File: src/rtl/gfx_irq_pkg.sv
package gfx_irq_pkg;
  parameter int unsigned EVT_W      = 4;
  parameter int unsigned BYTE_W     = 8;
  parameter int unsigned IO_ADDR_W  = 16;
  parameter int unsigned CFG_ADDR_W = 8;

  localparam logic [CFG_ADDR_W-1:0] CFG_OFS_CMD  = 8'h04;
  localparam logic [CFG_ADDR_W-1:0] CFG_OFS_LINE = 8'h3C;
  localparam logic [CFG_ADDR_W-1:0] CFG_OFS_PIN  = 8'h3D;
  localparam logic [BYTE_W-1:0]     PIN_INTA     = 8'h01;

  typedef enum logic [1:0] {
    IO_SEL_NONE = 2'd0,
    IO_SEL_STAT = 2'd1,
    IO_SEL_CTRL = 2'd2
  } io_sel_e;
endpackage

File: src/rtl/gfx_irq_status.sv
module gfx_irq_status
  import gfx_irq_pkg::*;
#(
  parameter int unsigned W = EVT_W
) (
  input  logic         clk_i,
  input  logic         rst_ni,
  input  logic [W-1:0] set_i,
  input  logic         clr_en_i,
  input  logic [W-1:0] clr_mask_i,
  output logic [W-1:0] stat_o
);
  logic [W-1:0] stat_q;

  for (genvar i = 0; i < W; i++) begin : g_bit
    // set has priority over a same-cycle clear
    always_ff @(posedge clk_i or negedge rst_ni) begin
      if (!rst_ni)                        stat_q[i] <= 1'b0;
      else if (set_i[i])                  stat_q[i] <= 1'b1;
      else if (clr_en_i && clr_mask_i[i]) stat_q[i] <= 1'b0;
    end
  end

  assign stat_o = stat_q;

  p_set_sticky_r2: assert property (@(posedge clk_i) disable iff (!rst_ni)
    (|set_i) |=> ((stat_q & $past(set_i)) == $past(set_i)));
  p_set_wins_r4: assert property (@(posedge clk_i) disable iff (!rst_ni)
    (clr_en_i && |(set_i & clr_mask_i)) |=> ((stat_q & $past(set_i & clr_mask_i)) != '0));
  p_clear_r3: assert property (@(posedge clk_i) disable iff (!rst_ni)
    clr_en_i |=> ((stat_q & $past(clr_mask_i & ~set_i)) == '0));
  p_hold_r3: assert property (@(posedge clk_i) disable iff (!rst_ni)
    (!clr_en_i && set_i == '0) |=> $stable(stat_q));
endmodule

File: src/rtl/gfx_irq_ctrl.sv
module gfx_irq_ctrl
  import gfx_irq_pkg::*;
#(
  parameter int unsigned DW = BYTE_W,
  parameter int unsigned SW = EVT_W
) (
  input  logic          clk_i,
  input  logic          rst_ni,
  input  logic          ld_i,
  input  logic [DW-1:0] d_i,
  input  logic [SW-1:0] stat_i,
  output logic [DW-1:0] ctrl_o,
  output logic          irq_o
);
  logic [DW-1:0] ctrl_q;
  logic          irq_q;

  always_ff @(posedge clk_i or negedge rst_ni) begin
    if (!rst_ni)   ctrl_q <= '0;
    else if (ld_i) ctrl_q <= d_i;
  end

  // only the low enable bits gate sources
  always_ff @(posedge clk_i or negedge rst_ni) begin
    if (!rst_ni) irq_q <= 1'b0;
    else         irq_q <= |(ctrl_q[SW-1:0] & stat_i);
  end

  assign ctrl_o = ctrl_q;
  assign irq_o  = irq_q;

  p_load_r5: assert property (@(posedge clk_i) disable iff (!rst_ni)
    ld_i |=> (ctrl_q == $past(d_i)));
  p_keep_r5: assert property (@(posedge clk_i) disable iff (!rst_ni)
    !ld_i |=> $stable(ctrl_q));
endmodule

File: src/rtl/gfx_irq_cfg.sv
module gfx_irq_cfg
  import gfx_irq_pkg::*;
#(
  parameter int unsigned AW       = CFG_ADDR_W,
  parameter int unsigned DW       = BYTE_W,
  parameter logic [DW-1:0] CMD_MASK = 8'h23
) (
  input  logic          clk_i,
  input  logic          rst_ni,
  input  logic          wr_i,
  input  logic          rd_i,
  input  logic [AW-1:0] addr_i,
  input  logic [DW-1:0] wdata_i,
  output logic [DW-1:0] rdata_o
);
  logic [DW-1:0] cmd_q;
  logic [DW-1:0] line_q;
  logic          hit_cmd, hit_line, hit_pin;

  assign hit_cmd  = (addr_i == CFG_OFS_CMD);
  assign hit_line = (addr_i == CFG_OFS_LINE);
  assign hit_pin  = (addr_i == CFG_OFS_PIN);

  always_ff @(posedge clk_i or negedge rst_ni) begin
    if (!rst_ni) begin
      cmd_q  <= '0;
      line_q <= '0;
    end else if (wr_i) begin
      if (hit_cmd)  cmd_q  <= wdata_i & CMD_MASK;
      if (hit_line) line_q <= wdata_i;
    end
  end

  always_comb begin
    rdata_o = '0;
    if (rd_i) begin
      if (hit_cmd)       rdata_o = cmd_q;
      else if (hit_line) rdata_o = line_q;
      else if (hit_pin)  rdata_o = PIN_INTA;
    end
  end

  p_cmd_mask_r8: assert property (@(posedge clk_i) disable iff (!rst_ni)
    (wr_i && hit_cmd) |=> (cmd_q == ($past(wdata_i) & CMD_MASK)));
  p_line_wr_r9: assert property (@(posedge clk_i) disable iff (!rst_ni)
    (wr_i && hit_line) |=> (line_q == $past(wdata_i)));
  p_no_stray_r10: assert property (@(posedge clk_i) disable iff (!rst_ni)
    !(wr_i && (hit_cmd || hit_line)) |=> ($stable(cmd_q) && $stable(line_q)));
  p_pin_r9: assert property (@(posedge clk_i) disable iff (!rst_ni)
    (rd_i && hit_pin) |-> (rdata_o == PIN_INTA));
endmodule

File: src/rtl/gfx_irq_unit.sv
module gfx_irq_unit
  import gfx_irq_pkg::*;
#(
  parameter logic [IO_ADDR_W-1:0] STAT_PORT = 16'h42E8,
  parameter logic [BYTE_W-1:0]    CMD_MASK  = 8'h23
) (
  input  logic                  clk_i,
  input  logic                  rst_ni,
  input  logic [EVT_W-1:0]      evt_i,
  input  logic                  io_wr_i,
  input  logic                  io_rd_i,
  input  logic [IO_ADDR_W-1:0]  io_addr_i,
  input  logic [BYTE_W-1:0]     io_wdata_i,
  output logic [BYTE_W-1:0]     io_rdata_o,
  input  logic                  cfg_wr_i,
  input  logic                  cfg_rd_i,
  input  logic [CFG_ADDR_W-1:0] cfg_addr_i,
  input  logic [BYTE_W-1:0]     cfg_wdata_i,
  output logic [BYTE_W-1:0]     cfg_rdata_o,
  output logic                  inta_n_o
);
  localparam logic [IO_ADDR_W-1:0] CTRL_PORT = STAT_PORT + 1'b1;
  localparam int unsigned PAD_W = BYTE_W - EVT_W;

  io_sel_e           io_sel;
  logic [EVT_W-1:0]  stat_q;
  logic [BYTE_W-1:0] ctrl_q;
  logic              irq_q;

  always_comb begin
    io_sel = IO_SEL_NONE;
    if (io_addr_i == STAT_PORT)      io_sel = IO_SEL_STAT;
    else if (io_addr_i == CTRL_PORT) io_sel = IO_SEL_CTRL;
  end

  gfx_irq_status #(.W(EVT_W)) u_status (
    .clk_i      (clk_i),
    .rst_ni     (rst_ni),
    .set_i      (evt_i),
    .clr_en_i   (io_wr_i && io_sel == IO_SEL_STAT),
    .clr_mask_i (io_wdata_i[EVT_W-1:0]),
    .stat_o     (stat_q)
  );

  gfx_irq_ctrl #(.DW(BYTE_W), .SW(EVT_W)) u_ctrl (
    .clk_i  (clk_i),
    .rst_ni (rst_ni),
    .ld_i   (io_wr_i && io_sel == IO_SEL_CTRL),
    .d_i    (io_wdata_i),
    .stat_i (stat_q),
    .ctrl_o (ctrl_q),
    .irq_o  (irq_q)
  );

  gfx_irq_cfg #(.AW(CFG_ADDR_W), .DW(BYTE_W), .CMD_MASK(CMD_MASK)) u_cfg (
    .clk_i   (clk_i),
    .rst_ni  (rst_ni),
    .wr_i    (cfg_wr_i),
    .rd_i    (cfg_rd_i),
    .addr_i  (cfg_addr_i),
    .wdata_i (cfg_wdata_i),
    .rdata_o (cfg_rdata_o)
  );

  always_comb begin
    io_rdata_o = '0;
    if (io_rd_i) begin
      unique case (io_sel)
        IO_SEL_STAT: io_rdata_o = {{PAD_W{1'b0}}, stat_q};
        IO_SEL_CTRL: io_rdata_o = ctrl_q;
        default:     io_rdata_o = '0;
      endcase
    end
  end

  assign inta_n_o = ~irq_q;

  p_inta_level_r7: assert property (@(posedge clk_i) disable iff (!rst_ni)
    1'b1 |=> (inta_n_o == !(|($past(ctrl_q[EVT_W-1:0]) & $past(stat_q)))));
  p_reset_idle_r1: assert property (@(posedge clk_i) disable iff (!rst_ni)
    $rose(rst_ni) |-> inta_n_o);
  p_idle_read_r10: assert property (@(posedge clk_i) disable iff (!rst_ni)
    !io_rd_i |-> (io_rdata_o == '0));
endmodule

File: config.mk
export PLATFORM = sky130hd
export DESIGN_NAME = gfx_irq_unit
export DESIGN_NICKNAME = d
export VERILOG_FILES = /design/src/rtl/gfx_irq_pkg.sv /design/src/rtl/gfx_irq_status.sv /design/src/rtl/gfx_irq_ctrl.sv /design/src/rtl/gfx_irq_cfg.sv /design/src/rtl/gfx_irq_unit.sv
export SDC_FILE = /design/constraint.sdc
export NUM_CORES = 1
export LEC_CHECK = 0
export BUFFER_PORTS_ARGS = -buffer_cell sky130_fd_sc_hd__buf_2
export CAP_MARGIN = 40
export CORE_ASPECT_RATIO = 0.8
export CORE_MARGIN = 2
export CORE_UTILIZATION = 47
export DETAILED_ROUTE_END_ITERATION = 8
export PLACE_DENSITY_LB_ADDON = 0.1
export SETUP_SLACK_MARGIN = 0.1
export SYNTH_ARGS = -nofsm -noshare
export SYNTH_HDL_FRONTEND = slang
export SYNTH_SLANG_ARGS = --single-unit
File: constraint.sdc
create_clock -name clk_i -period 3 [get_ports clk_i]
set_input_delay 0.3 -clock clk_i [delete_from_list [all_inputs] [get_ports clk_i]]
set_output_delay 0.3 -clock clk_i [all_outputs]
set_load 0.02 [all_outputs]
==> metrics, run 1 <==
Critical Path Source Type=input port; Sw Pwr=123.7 µW; area leader, netlist=dfrtp_1; minimum clock period=1871 ps; Top delay family on crit path=simple AND/OR/NAND/NOR gates; total number of vias=1043; final setup violation count=0; RSZ-0062 raised after global routing=no; routed len/inst=11.87 µm; Clk pwr share=29.2%; Num CTS Buffers=3; Post-synth EDFFs=0; nets=227; Slew Viols, Final=0; # Post-CTS Setup Buffers=0; clock sink count=24; max_cap viols=0; Power Dens Cells=340.4 nW/µm²; clock latency on the worst-skew pair=310 ps; Max Root-Sink Buffers=2; final hold violations=0; area grow syn2layout=33.50%; Chip Width=61.51 µm; Ports=67; fillers=248; slowest cell delay on critical path=370 ps; htree depth=1; post-route ant nets=0; Initial Utilization=50.10%; CTS tree=yes; Register Area=600.6 µm²; Slew @ Worst Pin=503.3 ps; Cell Rows=16; Core Footprint=2482 µm²; Yosys top cell area share=48.29%; IO Port Bufs=66; CTS root buffer=clkbuf_4; residual DRC count=0; grt ovf=0; min-delay worst type=input port to flip-flop; Synth warnings=0; Worst Clk Skew=5.349 ps; Yosys cell types=27; Detailed Place HPWL=2133 µm; crit path DAT=1570 ps; Tcrit/Tclk final=62.35%; Internal=441.5 µW; sw frac=21.89%; part of the power in combinational logic=11.8%; number of global-route vias before repair=993; Inst Count DP=207; GRT Total Usage=17.38%; height of the die=50.01 µm; worst vdd ir=324.9 µV; Setup TNS=0 ps; endpoint class of the critical path=primary output; Post-Synthesis Cells=106; Cell Area, Synth=1244 µm²; Worst Path Class, Setup=input port to primary output; Slew headroom=66.45%; Post-Route WL=2517 µm; Post-synth ARST share=100.0%; Synth Register Bits=24; required time of the worst setup path=2700 ps; multi-input logic area=630.6 µm²; Fmax=0.5346 GHz; largest net degree at the start of global routing=25; final non-filler cell total=212; DR pass1 iterations=4; CP dominant cell by count=buf_2; Primary FF master, synth=dfrtp_1; layout cell share with drive strength beyond 1=55.11%; Crit-path slowest cell=or2_2; Syn Nets=156; gpl congestion=0.7796; first-pass GRT wire length=3953 µm; initial DRC count=12; Critical path buffers and inverters=2; part of the power in registers=59.0%; status=finished, final reports clean; die area=3076 µm²; sequential fraction of the synthesis area=48.29%; diodes inserted=0; clock transition at the registers of the reported paths=120 ps; Avg Synthesized Cell Area=11.73 µm²; antenna violations before repair=0; top cells by area, synth=dfrtp_1, mux2_2, mux2i_1; post_cts resized=0; CP Max Fanout=6; vias per std cell=4.920; Leak=0.8772 nW; critical path cell sequence=buf_2 > nor4b_4 > nand4_1 > or2_2 > nor2_1 > buf_2
[final cells by class]
type / instances / area share (%)
multi-input combinational: 79 / 37.98
sequential: 24 / 36.17
timing repair buffer: 67 / 20.50
tap: 36 / 2.713
clock buffer: 4 / 2.185
inverter: 2 / 0.4521
[per-layer routing]
layer	track usage (%)	share of wire, %
met2	30.00	47
met1	20.37	44
met3	6.824	8.8
met4	2.837	0.16
met5	0	0
[flip-flops by register name (all words and copies together), names as in the netlist]
name,cells
u_status.stat_o,4
u_cfg.line_q,8
u_cfg.cmd_q,3
u_ctrl.ctrl_o,8
u_ctrl.irq_o,1
[repair_timing]
action                                  in CTS  in global routing
endpoints found under the setup margin       0                  0
hold buffers                                 1                  0
endpoints found under the hold margin       24                  0
[power by group through the flow]
stage               Sequential (mW)  Clock [mW]  Combinational, mW
global placement              0.339           0             0.0645
floorplan                     0.339           0             0.0221
CTS                           0.334       0.170             0.0679
global route                  0.335       0.185             0.0743
detailed placement            0.340           0             0.0667
finish                        0.334       0.165             0.0664
[kinds of logic after synthesis]
| kind of cell | share of synthesized area, % |
|---|---|
| multiplexers | 20.42 |
| buffers and inverters | 1.006 |
| flip-flops | 48.29 |
| AO/OA/AOI/OAI | 4.828 |
| AND/OR/NAND/NOR | 25.45 |
[cells in the mapped netlist, types with 4 or more instances]
cell type  instances
nand2_1            6
mux2i_1            4
a22oi_1            4
nand2b_1           4
o21ai_0            5
and2_1             5
nor2_1             8
dfrtp_1           24
and3_1             5
mux2_2            19
[stage by stage]
| stage | total power [mW] | setup WS (ps) | cell area [µm²] | utilization (%) | hold WS (ps) |
|---|---|---|---|---|---|
| after global routing | 0.5942 | 1019 | 1660 | 66.89 | 152.1 |
| final | 0.5652 | 1129 | 1660 | 66.89 | 168.7 |
| after detailed placement | 0.4067 | 1123 | 1614 | 65.02 | 306.7 |
| after global placement | 0.4038 | 1156 | 1614 | 65.02 | 297.9 |
| after CTS | 0.5719 | 1116 | 1660 | 66.89 | 157.2 |
| after floorplan | 0.3611 | 1303 | 1244 | - | 4.409 |
[cells in the final DEF, fill, tap and decap left out, drive strengths merged, types with 3 or more instances in the layout]
cell type / instances
mux2: 19
clkbuf: 4
dfrtp: 24
and2: 5
buf: 66
mux2i: 4
nand2: 6
nor2: 10
nor3: 3
and3: 5
o21ai: 5
nand2b: 4
a22oi: 4
[final timing paths]
| path | start | slack [ps] | to | cells after the start |
|---|---|---|---|---|
| worst max-delay path | io_addr_i[8] | 1130 | io_rdata_o[3] | 6 |
| worst min-delay path | evt_i[0] | 170 | u_status.stat_o[0] | 2 |
| worst max register to register | u_ctrl.ctrl_o[3] | 2220 | u_ctrl.irq_o | 2 |
| worst min register to register | u_cfg.line_q[3] | 510 | u_cfg.line_q[3] | 1 |
| max in group asynchronous | rst_ni | 2190 | u_ctrl.ctrl_o[0] | 2 |
| min in group asynchronous | rst_ni | 470 | u_cfg.cmd_q[0] | 2 |
No activity file was read; power rests on OpenSTA's default activity.
==> run 2: changes to the inputs <==
- CORE_UTILIZATION: 47 -> 40
- clock period: 3 -> 1.7 ns (I/O delays scaled with it)
==> run 2 against run 1 <==
  * Design area is 2.3% higher
  * Power grew 80%
  * Clock power grew 87%
  * Global-route usage decreased by 1.3 points
  * Critical path depth did not move
  * Die area increased by 16%
  * Routed wire length up 6.3%
  * Largest cell class unchanged
  * Highest routed layer unchanged
==> metrics, run 2 (same netlist as run 1, synthesis figures left out) <==
status=finished, final reports clean; largest net degree at the start of global routing=25 (unchanged); final non-filler cell total=217 (+2.4%); Initial Utilization=41.21% (-8.9 points); height of the die=53.88 µm (+7.7%); Num CTS Buffers=3 (unchanged); minimum clock period=1475 ps; residual DRC count=0 (unchanged); IO Port Bufs=66 (unchanged); Internal=806.0 µW (+83%); htree depth=1 (unchanged); Worst Hold Slack=97.37 ps (-71.37 ps); area grow syn2layout=36.52%; required time of the worst setup path=1530 ps (-1170 ps); part of the power in registers=57.9% (-1.1 points); Post-Route WL=2675 µm (+6.3%); fillers=282 (+14%); part of the power in combinational logic=11.8% (about the same); Tcrit/Tclk final=86.79%; CTS root buffer=clkbuf_8; routed len/inst=12.33 µm (+3.8%); clock latency on the worst-skew pair=250 ps (-60 ps); diodes inserted=0 (unchanged); antenna violations before repair=0 (unchanged); Power Dens Cells=598.4 nW/µm² (+76%); M1 WL=1195 µm (+6.9%); clock transition at the registers of the reported paths=70 ps (-50 ps); initial DRC count=26 (+14); Cell Rows=18 (+2); clock sink count=24 (unchanged); Max Root-Sink Buffers=2 (unchanged); Chip Width=66.34 µm (+7.9%); min-delay worst type=input port to flip-flop; max_cap viols=0 (unchanged); Leak=0.8876 nW (+1.2%); DR pass1 iterations=4 (unchanged); final hold violations=0 (unchanged); CP Max Fanout=5 (-1); Worst Path Class, Setup=input port to primary output; Layout Utilization=56.26% (-11 points); worst vdd ir=551.0 µV (+70%); post-route ant nets=0 (unchanged); grt ovf=0 (unchanged); max layer used=met4; nets=229 (+0.88%); Detailed Place HPWL=2200 µm (+3.2%); final setup violation count=0 (unchanged); setup slack, reg-to-reg=920 ps (-1300 ps); overall power=1.016 mW (+80%); most frequent cells in the layout=buf_2, dfrtp_1, mux2_2; layout cell share with drive strength beyond 1=56.50% (+1.4 points); gpl congestion=0.7132 (-8.5%); sw frac=20.68% (-1.2 points); first-pass GRT wire length=4298 µm (+8.7%); Worst Clk Skew=0.8725 ps (-4.477 ps); Setup TNS=0 ps (unchanged); vias per std cell=4.945 (+0.51%); hold path cells=2 (unchanged); commonest non-fill, non-tap cell in the layout=buf_2; GRT Total Usage=16.08% (-1.3 points); FF-to-FF path depth=1 (-1); Ports=67 (unchanged); CTS tree=yes; Slew Viols, Final=0 (unchanged); number of global-route vias before repair=1043 (+5.0%); crit path DAT=1310 ps (-260 ps); Sw Pwr=210.1 µW (+70%); Inst Count DP=212 (+2.4%); wire length on met3=172 µm (-23%); endpoint class of the critical path=primary output; Clk pwr share=30.3% (+1.1 points); RSZ-0062 raised after global routing=no; Slew @ Worst Pin=521.8 ps (+18.54 ps); total number of vias=1073 (+2.9%); Fmax=0.6778 GHz; Critical Path Source Type=input port; Core Footprint=3018 µm² (+22%); Slew headroom=65.21% (-1.2 points); met2 WL=1297 µm (+11%); die area=3574 µm² (+16%)
## run 2: changes by cell type in the layout (fill, tap and decap cells not counted), sizes merged
cell,delta
buf,+2
clkbuf,-1
## run 2: final cells by class
type | count | area [µm²] | area share (%)
repair buffers | 69 | 355.3 | 20.93
multi-input cells | 79 | 643.1 | 37.88
well taps | 40 | 50.05 | 2.948
inverters | 2 | 7.507 | 0.4422
flip-flops and latches | 24 | 600.6 | 35.37
clock buffers | 3 | 41.29 | 2.432
## run 2: per-layer routing
layer,global-route usage (%),vias to the layer above
met5,0,-
met4,3.061,0
met3,5.439,2
met2,27.33,27
met1,20.32,518
li1,-,526
## run 2: critical path, cell delays in order
cell	delay [ps]
buf_2	100
nor3_2	270
nand4b_1	250
nor2_4	220
and2_1	150
buf_2	160
## run 2: final timing paths
kind | from | to
worst min register to register | u_ctrl.ctrl_o[7] | u_ctrl.ctrl_o[7]
worst min-delay path | evt_i[2] | u_status.stat_o[2]
worst max-delay path | cfg_addr_i[7] | cfg_rdata_o[6]
worst max register to register | u_ctrl.ctrl_o[1] | u_ctrl.ctrl_o[1]
min in group asynchronous | rst_ni | u_status.stat_o[3]
max in group asynchronous | rst_ni | u_status.stat_o[1]
## run 2: power by group through the flow
stage               combinational [mW]  clock (mW)  sequential [mW]
floorplan                       0.0390           0            0.598
detailed placement               0.118           0            0.600
global placement                 0.115           0            0.599
global route                     0.134       0.361            0.591
CTS                              0.121       0.328            0.589
finish                           0.120       0.308            0.589
## run 2: timing repair
item	in CTS	in global routing
setup endpoints to repair	0	13
gates resized for setup	0	4
setup buffers	0	1
endpoints found under the hold margin	24	0
hold buffers	1	0
## run 2: per-stage QoR
stage / cell area (µm²) / setup WS (ps)
3_3_place_gp: 1627 / 201.5
5_1_grt: 1698 / 122.6
6_report: 1698 / 224.6
4_1_cts: 1678 / 141.2
2_1_floorplan: 1244 / 262.7
3_5_place_dp: 1627 / 142.2
==> run 3: changes to the inputs <==
- CORE_MARGIN: 2 -> 5
- CTS_CLUSTER_DIAMETER: default -> 30
- SLEW_MARGIN: default -> 15
==> run 3 against run 2 <==
  * Fmax is 1.9% lower
  * Critical path depth stayed put
  * Non-clock buffer count is 1 higher
  * Largest cell class unchanged
  * Global-route usage is 1.3 points lower
  * Largest power group unchanged
  * Register-to-register slack worse by 20 ps
==> metrics, run 3 (same netlist as run 1, synthesis figures left out) <==
CP Max Fanout=4 (-1); Num CTS Buffers=3 (unchanged); critical path cell sequence=buf_2 > nor4b_4 > nand4_1 > or2_4 > nor2_1 > buf_2; Worst Clk Skew=1.372 ps (+0.4998 ps); vias per std cell=4.867 (-1.6%); DR pass1 iterations=4 (unchanged); antenna violations before repair=0 (unchanged); Slew headroom=64.72% (-0.49 points); Slew Viols, Final=0 (unchanged); endpoint class of the critical path=primary output; post-route ant nets=0 (unchanged); Hold Crit Start=evt_i[1]; GRT Total Usage=14.79% (-1.3 points); RR Startpoint=u_status.stat_o[3]; number of global-route vias before repair=1175 (+13%); initial DRC count=18 (-31%); Fmax=0.6649 GHz (-1.9%); min-delay worst type=input port to flip-flop; minimum clock period=1504 ps (+28.61 ps); Power Dens Cells=593.4 nW/µm² (-0.84%); clock sink count=24 (unchanged); most frequent cells in the layout=buf_2, dfrtp_1, mux2_2; height of the die=59.88 µm (+11%); Detailed Place HPWL=2514 µm (+14%); Ports=67 (unchanged); clock transition at the registers of the reported paths=70 ps (about the same); final setup violation count=0 (unchanged); fillers=288 (+2.1%); worst vdd ir=542.5 µV (-1.5%); Worst Path Class, Setup=input port to primary output; Register Area=600.6 µm² (unchanged); Worst Hold End=u_status.stat_o[1]; layout cell share with drive strength beyond 1=57.87% (+1.4 points); total number of vias=1061 (-1.1%); CTS tree=yes; largest net degree at the start of global routing=25 (unchanged); required time of the worst setup path=1530 ps (about the same); M1 WL=1117 µm (-6.5%); multi-input logic area=648.1 µm² (+0.78%); clock latency on the worst-skew pair=250 ps (about the same); hold path cells=2 (unchanged); met2 WL=1552 µm (+20%); RSZ-0062 raised after global routing=yes; Slew @ Worst Pin=529.1 ps (+7.284 ps); htree depth=1 (unchanged); status=finished, final reports clean; Top delay family on crit path=simple AND/OR/NAND/NOR gates; first-pass GRT wire length=4947 µm (+15%); Max Root-Sink Buffers=2 (unchanged); area grow syn2layout=38.53%; slowest cell delay on critical path=310 ps (+40 ps); Initial Utilization=40.91% (-0.31 points); diodes inserted=0 (unchanged); Crit-path slowest cell=or2_4; Post-Route WL=2976 µm (+11%); Critical path buffers and inverters=2 (unchanged); Layout Utilization=56.67% (+0.41 points); Cell Rows=18 (unchanged); Critical Path Source Type=input port; R2R Path End=u_ctrl.irq_o; IO Port Bufs=66 (unchanged); CTS root buffer=clkbuf_8; max layer used=met4; Chip Width=72.34 µm (+9.0%); Tcrit/Tclk final=88.47% (+1.7 points); Core Footprint=3040 µm² (+0.75%); Leak=0.8929 nW (+0.60%); commonest non-fill, non-tap cell in the layout=buf_2; wire length on met3=293 µm (+70%); die area=4331 µm² (+21%); crit path DAT=1330 ps (+20 ps); grt ovf=0 (unchanged); gpl congestion=0.7113 (-0.27%); final hold violations=0 (unchanged); nets=230 (+0.44%); Setup TNS=0 ps (unchanged); max_cap viols=0 (unchanged); FF-to-FF path depth=2 (+1); setup slack, reg-to-reg=900 ps (-20 ps); CP dominant cell by count=buf_2; routed len/inst=13.65 µm (+11%); residual DRC count=0 (unchanged)
## run 3: cell type report
type | count | share of cell area (%)
well taps | 40 | 2.905
repair buffers | 70 | 21.79
inverters | 2 | 0.4357
flip-flops and latches | 24 | 34.86
clock buffers | 3 | 2.397
multi-input cells | 79 | 37.62
## run 3: where the power goes
part | internal [mW] | switching [mW] | leakage, nW | total (mW)
logic | 0.0677 | 0.0551 | 0.559 | 0.123
registers | 0.583 | 0.00577 | 0.312 | 0.589
clock network | 0.158 | 0.153 | 0.0216 | 0.311
## run 3: layer usage
| layer | track usage (%) | up-vias |
|---|---|---|
| met5 | 0 | - |
| met4 | 3.217 | 0 |
| met3 | 5.882 | 2 |
| met2 | 27.37 | 34 |
| met1 | 15.95 | 497 |
| li1 | - | 528 |
## run 3: timing repair
action,4_1_cts,5_1_grt
setup buffers,0,2
endpoints found under the setup margin,0,13
gates resized for setup,0,8
hold buffers,1,0
endpoints found under the hold margin,24,0
## run 3: worst reg2reg max path: stages (launching register included)
cell and delay [ps]:
dfrtp_1 390, a22oi_1 220, nand2_1 80
## run 3: metrics by stage
step / instances / setup slack [ps] / power, mW / instance area, µm² / hold WS, ps
final: 218 / 196.0 / 1.022 / 1723 / 96.05
after global routing: 218 / 77.05 / 1.084 / 1723 / 76.66
after CTS: 216 / 129.0 / 1.044 / 1678 / 85.63
after detailed placement: 212 / 132.3 / 0.7192 / 1627 / 180.1
after global placement: 212 / 168.7 / 0.7137 / 1627 / 173.5
after floorplan: 106 / 262.7 / 0.6373 / 1244 / -125.6
## run 3: worst max path at each step
stage / slack (ps) / cells past startpoint / endpoint / start
global route: 80 / 6 / io_rdata_o[2] / io_addr_i[8]
floorplan: 260 / 4 / io_rdata_o[0] / io_addr_i[8]
CTS: 130 / 6 / cfg_rdata_o[6] / cfg_addr_i[7]
detailed placement: 130 / 6 / cfg_rdata_o[6] / cfg_addr_i[7]
global placement: 170 / 6 / cfg_rdata_o[6] / cfg_addr_i[7]
finish: 200 / 6 / io_rdata_o[3] / io_addr_i[8]
